<file path="config.mk">
export PLATFORM = sky130hd
export DESIGN_NAME = lift_car_ctrl
export DESIGN_NICKNAME = d
export VERILOG_FILES = /design/src/rtl/lift_pkg.sv /design/src/rtl/lift_floor_cmp.sv /design/src/rtl/lift_dwell_timer.sv /design/src/rtl/lift_ctrl_fsm.sv /design/src/rtl/lift_car_ctrl.sv
export SDC_FILE = /design/constraint.sdc
export NUM_CORES = 1
export LEC_CHECK = 0
export ABC_AREA = 1
export BUFFER_PORTS_ARGS = -buffer_cell sky130_fd_sc_hd__buf_2
export CAP_MARGIN = 10
export CORE_AREA = 2 2 39 41
export CTS_CLUSTER_SIZE = 10
export DETAILED_ROUTE_END_ITERATION = 10
export DIE_AREA = 0 0 41 43
export GPL_TIMING_DRIVEN = 0
export PLACE_DENSITY = 0.78
export SETUP_SLACK_MARGIN = 0.5
export SLEW_MARGIN = 5
export SYNTH_ARGS = -nofsm -noshare
export SYNTH_HDL_FRONTEND = slang
export SYNTH_HIERARCHICAL = 1
export SYNTH_SLANG_ARGS = --single-unit
</file>
<file path="constraint.sdc">
create_clock -name clk -period 1.51 [get_ports clk]
set_input_delay 0.0755 -clock clk [delete_from_list [all_inputs] [get_ports clk]]
set_output_delay 0.0755 -clock clk [all_outputs]
set_load 0.02 [all_outputs]
</file>
<file path="src/rtl/lift_pkg.sv">
package lift_pkg;

    typedef enum logic [2:0] {
        ST_REST      = 3'd0,
        ST_RISE      = 3'd1,
        ST_SINK      = 3'd2,
        ST_DWELL     = 3'd3,
        ST_FIRE_SINK = 3'd4,
        ST_FIRE_DOOR = 3'd5
    } lift_state_t;

    typedef struct packed {
        logic up;
        logic down;
        logic door;
        logic start;
    } lift_drive_t;

endpackage

</file>
<file path="src/rtl/lift_floor_cmp.sv">
module lift_floor_cmp #(
    parameter int FLOOR_W    = 4,
    parameter int BASE_FLOOR = 1
) (
    input  logic [FLOOR_W-1:0] req_floor,
    input  logic [FLOOR_W-1:0] cur_floor,
    output logic               req_above,
    output logic               req_below,
    output logic               above_base
);
    localparam logic [FLOOR_W-1:0] BASE_V = FLOOR_W'(BASE_FLOOR);

    always_comb begin
        req_above  = req_floor > cur_floor;
        req_below  = req_floor < cur_floor;
        above_base = cur_floor > BASE_V;
    end
endmodule

</file>
<file path="src/rtl/lift_dwell_timer.sv">
module lift_dwell_timer #(
    parameter int DWELL_SECS = 10,
    localparam int CNT_W     = $clog2(DWELL_SECS + 1)
) (
    input  logic             clk,
    input  logic             rst_n,
    input  logic             run,
    input  logic             tick,
    output logic [CNT_W-1:0] count,
    output logic             done
);
    localparam logic [CNT_W-1:0] LIMIT = CNT_W'(DWELL_SECS);

    always_comb done = (count == LIMIT);

    always_ff @(posedge clk or negedge rst_n) begin
        if (!rst_n) begin
            count <= '0;
        end else if (!run) begin
            count <= '0;
        end else if (tick && !done) begin
            count <= count + 1'b1;
        end
    end
endmodule

</file>
<file path="src/rtl/lift_ctrl_fsm.sv">
module lift_ctrl_fsm
    import lift_pkg::*;
(
    input  logic        clk,
    input  logic        rst_n,
    input  logic        req_above,
    input  logic        req_below,
    input  logic        above_base,
    input  logic        fire,
    input  logic        dwell_done,
    output lift_state_t state_q,
    output lift_drive_t drive
);
    lift_state_t state_d;
    logic        in_normal;

    always_comb begin
        in_normal = (state_q == ST_REST) || (state_q == ST_RISE) ||
                    (state_q == ST_SINK) || (state_q == ST_DWELL);
    end

    // next-state selection; fire preempts every normal state
    always_comb begin
        state_d = state_q;
        if (fire && in_normal) begin
            state_d = ST_FIRE_SINK;
        end else begin
            unique case (state_q)
                ST_REST: begin
                    if (req_above)      state_d = ST_RISE;
                    else if (req_below) state_d = ST_SINK;
                    else                state_d = ST_REST;
                end
                ST_RISE:      state_d = req_above ? ST_RISE : ST_DWELL;
                ST_SINK:      state_d = req_below ? ST_SINK : ST_DWELL;
                ST_DWELL:     state_d = dwell_done ? ST_REST : ST_DWELL;
                ST_FIRE_SINK: state_d = above_base ? ST_FIRE_SINK : ST_FIRE_DOOR;
                ST_FIRE_DOOR: state_d = fire ? ST_FIRE_DOOR : ST_REST;
                default:      state_d = ST_REST;
            endcase
        end
    end

    // state register
    always_ff @(posedge clk or negedge rst_n) begin
        if (!rst_n) state_q <= ST_REST;
        else        state_q <= state_d;
    end

    // Moore output decode
    always_comb begin
        drive = '0;
        unique case (state_q)
            ST_REST:      drive = '{up: 1'b0, down: 1'b0, door: 1'b1, start: 1'b0};
            ST_RISE:      drive = '{up: 1'b1, down: 1'b0, door: 1'b0, start: 1'b0};
            ST_SINK:      drive = '{up: 1'b0, down: 1'b1, door: 1'b0, start: 1'b0};
            ST_DWELL:     drive = '{up: 1'b0, down: 1'b0, door: 1'b1, start: 1'b1};
            ST_FIRE_SINK: drive = '{up: 1'b0, down: 1'b1, door: 1'b0, start: 1'b0};
            ST_FIRE_DOOR: drive = '{up: 1'b0, down: 1'b0, door: 1'b1, start: 1'b0};
            default:      drive = '0;
        endcase
    end
endmodule

</file>
<file path="src/rtl/lift_car_ctrl.sv">
module lift_car_ctrl
    import lift_pkg::*;
#(
    parameter int FLOOR_W    = 4,
    parameter int DWELL_SECS = 10,
    parameter int BASE_FLOOR = 1,
    localparam int CNT_W     = $clog2(DWELL_SECS + 1)
) (
    input  logic               clk,
    input  logic               rst_n,
    input  logic [FLOOR_W-1:0] req_floor,
    input  logic [FLOOR_W-1:0] cur_floor,
    input  logic               fire_alarm,
    input  logic               sec_tick,
    output logic               move_up,
    output logic               move_down,
    output logic               door_open,
    output logic               dwell_start
);
    logic             req_above;
    logic             req_below;
    logic             above_base;
    logic             dwell_done;
    logic [CNT_W-1:0] dwell_cnt;
    lift_state_t      state_q;
    lift_drive_t      drive;

    lift_floor_cmp #(
        .FLOOR_W   (FLOOR_W),
        .BASE_FLOOR(BASE_FLOOR)
    ) cmp_i (
        .req_floor (req_floor),
        .cur_floor (cur_floor),
        .req_above (req_above),
        .req_below (req_below),
        .above_base(above_base)
    );

    lift_dwell_timer #(
        .DWELL_SECS(DWELL_SECS)
    ) timer_i (
        .clk  (clk),
        .rst_n(rst_n),
        .run  (state_q == ST_DWELL),
        .tick (sec_tick),
        .count(dwell_cnt),
        .done (dwell_done)
    );

    lift_ctrl_fsm fsm_i (
        .clk       (clk),
        .rst_n     (rst_n),
        .req_above (req_above),
        .req_below (req_below),
        .above_base(above_base),
        .fire      (fire_alarm),
        .dwell_done(dwell_done),
        .state_q   (state_q),
        .drive     (drive)
    );

    always_comb begin
        move_up     = drive.up;
        move_down   = drive.down;
        door_open   = drive.door;
        dwell_start = drive.start;
    end
endmodule

</file>
==> results.py <==
metrics = {
    "detailed_routing": {
        "routed-via-count": 775,
        "wl_per_cell_um": 14.6,
        "met1Wirelength_um": 890,
        "totalWireLength_um": 2180,
        "ant_nets": 0,
        "dr_wl_met2_um": 1140,
        "first_iter_violations": 33,
        "firstDrtPassIters": 4,
        "drcViolationCount": 0,
        "topRoutingLayerUsed": "met4",
        "vias_per_cell": 5.20,
        "wl_met3_um": 115,
    },
    "synthesis": {
        "synth.area.top_cells": "dfrtp_1 (29%), nand2_1 (13%), ha_1 (12%), inv_1 (12%), nand3_1 (8.1%)",
        "yosys.area_share.xor_xnor": 0,
        "yosys-mux-area-fraction": 0,
        "yosysWarnings": 6,
        "synth_seq_cells": 7,
        "yosys.area_share.adder": 0.122,
        "synth_top_family_by_area": "simple AND/OR/NAND/NOR gates",
        "synth.yosys.seq_area_share": 0.285,
        "synth_cell_types": 16,
        "syn_inst": 93,
        "synth_top_area_cell": "dfrtp_1",
        "yosysTopAreaCellShare": 0.285,
        "syn_area_um2": 614,
        "synth-simple-area-share": 0.373,
        "synthesis.nets": 111,
        "syn_avg_cell_area_um2": 6.61,
        "synth_compound_area_frac": 0.0733,
    },
    "power_and_ir_drop": {
        "power_density_nw_per_um2": 1440,
        "p_leak_nw": 0.549,
        "ir_worst_vdd_uv": 720,
    },
    "finish": {
        "antennaDiodeCount": 0,
        "fin_area_um2": 1060,
        "areaGrowthSynthToFinish_pct": 72.7,
        "layout-drive-gt1-share": 0.511,
        "fin_nets": 152,
    },
    "worst_setup_path": {
        "endpoint_kind": "primary output",
        "startpoint_type": "flop",
        "critPathKind": "reg -> out",
        "rrSetupSlack_ns": 0.22,
        "cp_data_required_time_ns": 1.43,
        "worst_r2r_path_depth": 6,
        "r2r_start": "timer_i/count[0]$_DFFE_PN0P_",
        "cp.arrival_ns": 1.23,
        "crit_fanout": 4,
        "rr_endpoint": "timer_i/count[2]$_DFFE_PN0P_",
    },
    "sta": {
        "grt_setup_unrepaired": "yes",
        "drv_slew": 0,
        "finalCritPeriodShare": 0.862,
        "slew_headroom": 0.859,
        "clock_skew_ns": 0.00971,
        "worst_pin_slew_ns": 0.212,
        "setup-tns-final_ns": 0,
        "postLayoutSetupSlackWorst_ns": 0.208,
        "finalHoldViolCount": 0,
        "fin_hold_ws_ns": 0.152,
        "setup_viol": 0,
        "finalCriticalPeriod_ns": 1.30,
        "clock.fmax_mhz": 768,
    },
    "global_route": {
        "gr-usage-all-layers": 0.221,
        "grt_max_degree": 8,
        "grt_pass1_vias": 618,
        "overflow": 0,
        "grt_first_pass_wirelength_um": 2600,
        "grt_antenna_before_repair": 0,
    },
    "clocking": {
        "htree_levels": 1,
        "clk_path_buf_depth": 2,
        "cts_buffers": 3,
        "cts-root-buf": "clkbuf_4",
        "clk_latency_ns": 0.26,
        "clk_pin_slew_ns": 0.06,
        "cts_tree": "built",
        "clock-sinks": 7,
    },
    "place": {
        "port-buffer-count": 15,
        "post_dp_cell_area_um2": 721,
        "hpwl_um": 998,
        "place.gp.congestion": 0.803,
        "dpl_worst_slack_ns": 0.174,
    },
    "die": {
        "die_x_um": 41,
        "initial_core_util": 0.444,
        "coreArea_um2": 1380,
        "die_h_um": 43,
        "dieArea_um2": 1760,
        "ios": 16,
        "row_count": 14,
    },
    "worst_hold_path": {
        "hold_path_end": "timer_i/count[0]$_DFFE_PN0P_",
        "min_from": "sec_tick",
        "min_path_type": "in -> reg",
        "whs_path_depth": 3,
    },
    "status": {
        "status": "finished, final reports clean",
    },
    "flow_run": {
        "drv_cap": 0,
    },
}
## cells by family after synthesis
logic type,count (synthesis)
adders and majority gates,6
DFF,7
buffers and inverters,22
and+or+nand+nor,50
AOI/OAI and AO/OA,8
## Yosys cell counts
library cell   n
a21oi_1        3
nand3_1       10
o21ai_0        3
nor2_2         4
a31oi_1        1
nand4_1        4
nor2_1         9
dfrtp_1        7
inv_1         20
and2_1         1
o21ai_2        1
buf_6          1
inv_2          1
nand2_1       21
nor3_2         1
ha_1           6
## state kept, by name, indices dropped and copies added (netlist names)
name	flops
timer_i/count	4
fsm_i/state_q	3
## power by group
part	switching [mW]	internal, mW
combinational	0.559	0.486
sequential	0.0685	0.232
clock	0.0810	0.102
## placed cells by master, fill, tap and decap left out
cell	instances
nand2_1	16
inv_1	15
buf_4	14
buf_6	11
buf_2	11
nor2_1	8
nand3_1	6
dfrtp_1	5
ha_1	4
nand2_2	4
nand4_1	4
nor2_4	3
clkbuf_4	3
o21ai_2	3
inv_2	3
nand3_2	3
a21oi_1	2
inv_4	2
nor2_2	2
dfrtp_2	2
ha_4	2
clkbuf_1	1
and2_1	1
inv_6	1
nor3_4	1
a21oi_2	1
o21ai_1	1
dlygate4sd3_1	1
nand3_4	1
nand2_4	1
a31oi_1	1
## per-layer routing
layer,vias to the layer above,GRT usage
li1,376,-
met4,0,0.0667
met1,359,0.230
met5,-,0
met2,34,0.409
met3,6,0.0419
## critical path, cell delays in order (launching register included)
cell and delay (ns):
dfrtp_2 0.46, buf_6 0.15, nor3_4 0.22, buf_6 0.15
## final cells by class
type                       count  area, um2
tap                           16       20.0
buffer                         1       11.3
inverter                      21       88.8
timing repair buffer          36        283
clock buffer                   4       26.3
multi-input combinational     64        454
fill                         100        323
sequential                     7        178
## through the flow
stage / std cells / util / total power, mW
3_3_place_gp: 124 / 0.521 / 0.795
5_1_grt: 149 / 0.767 / 1.61
4_1_cts: 145 / 0.699 / 1.37
2_1_floorplan: 93 / - / 0.674
3_5_place_dp: 124 / 0.521 / 0.803
6_report: 149 / 0.767 / 1.53
## how the worst max path moves through the flow
stage | to | cells after the start | start
3_3_place_gp | fsm_i/state_q[0]$_DFF_PN0_ | 9 | timer_i/count[0]$_DFFE_PN0P_
6_report | move_up | 3 | fsm_i/state_q[1]$_DFF_PN0_
2_1_floorplan | fsm_i/state_q[0]$_DFF_PN0_ | 9 | timer_i/count[0]$_DFFE_PN0P_
5_1_grt | door_open | 5 | fsm_i/state_q[2]$_DFF_PN0_
3_5_place_dp | fsm_i/state_q[1]$_DFF_PN0_ | 9 | timer_i/count[0]$_DFFE_PN0P_
4_1_cts | door_open | 5 | fsm_i/state_q[1]$_DFF_PN0_
## timing repair
| action | 4_1_cts | 5_1_grt |
|---|---|---|
| setup endpoints to repair | 10 | 11 |
| pin swaps | 7 | 12 |
| gates resized for setup | 29 | 17 |
| setup buffers | 16 | 4 |
| hold endpoints to repair | 7 | 0 |
| hold buffers | 1 | 0 |
Note: power is estimated with default switching activity, not from simulation.
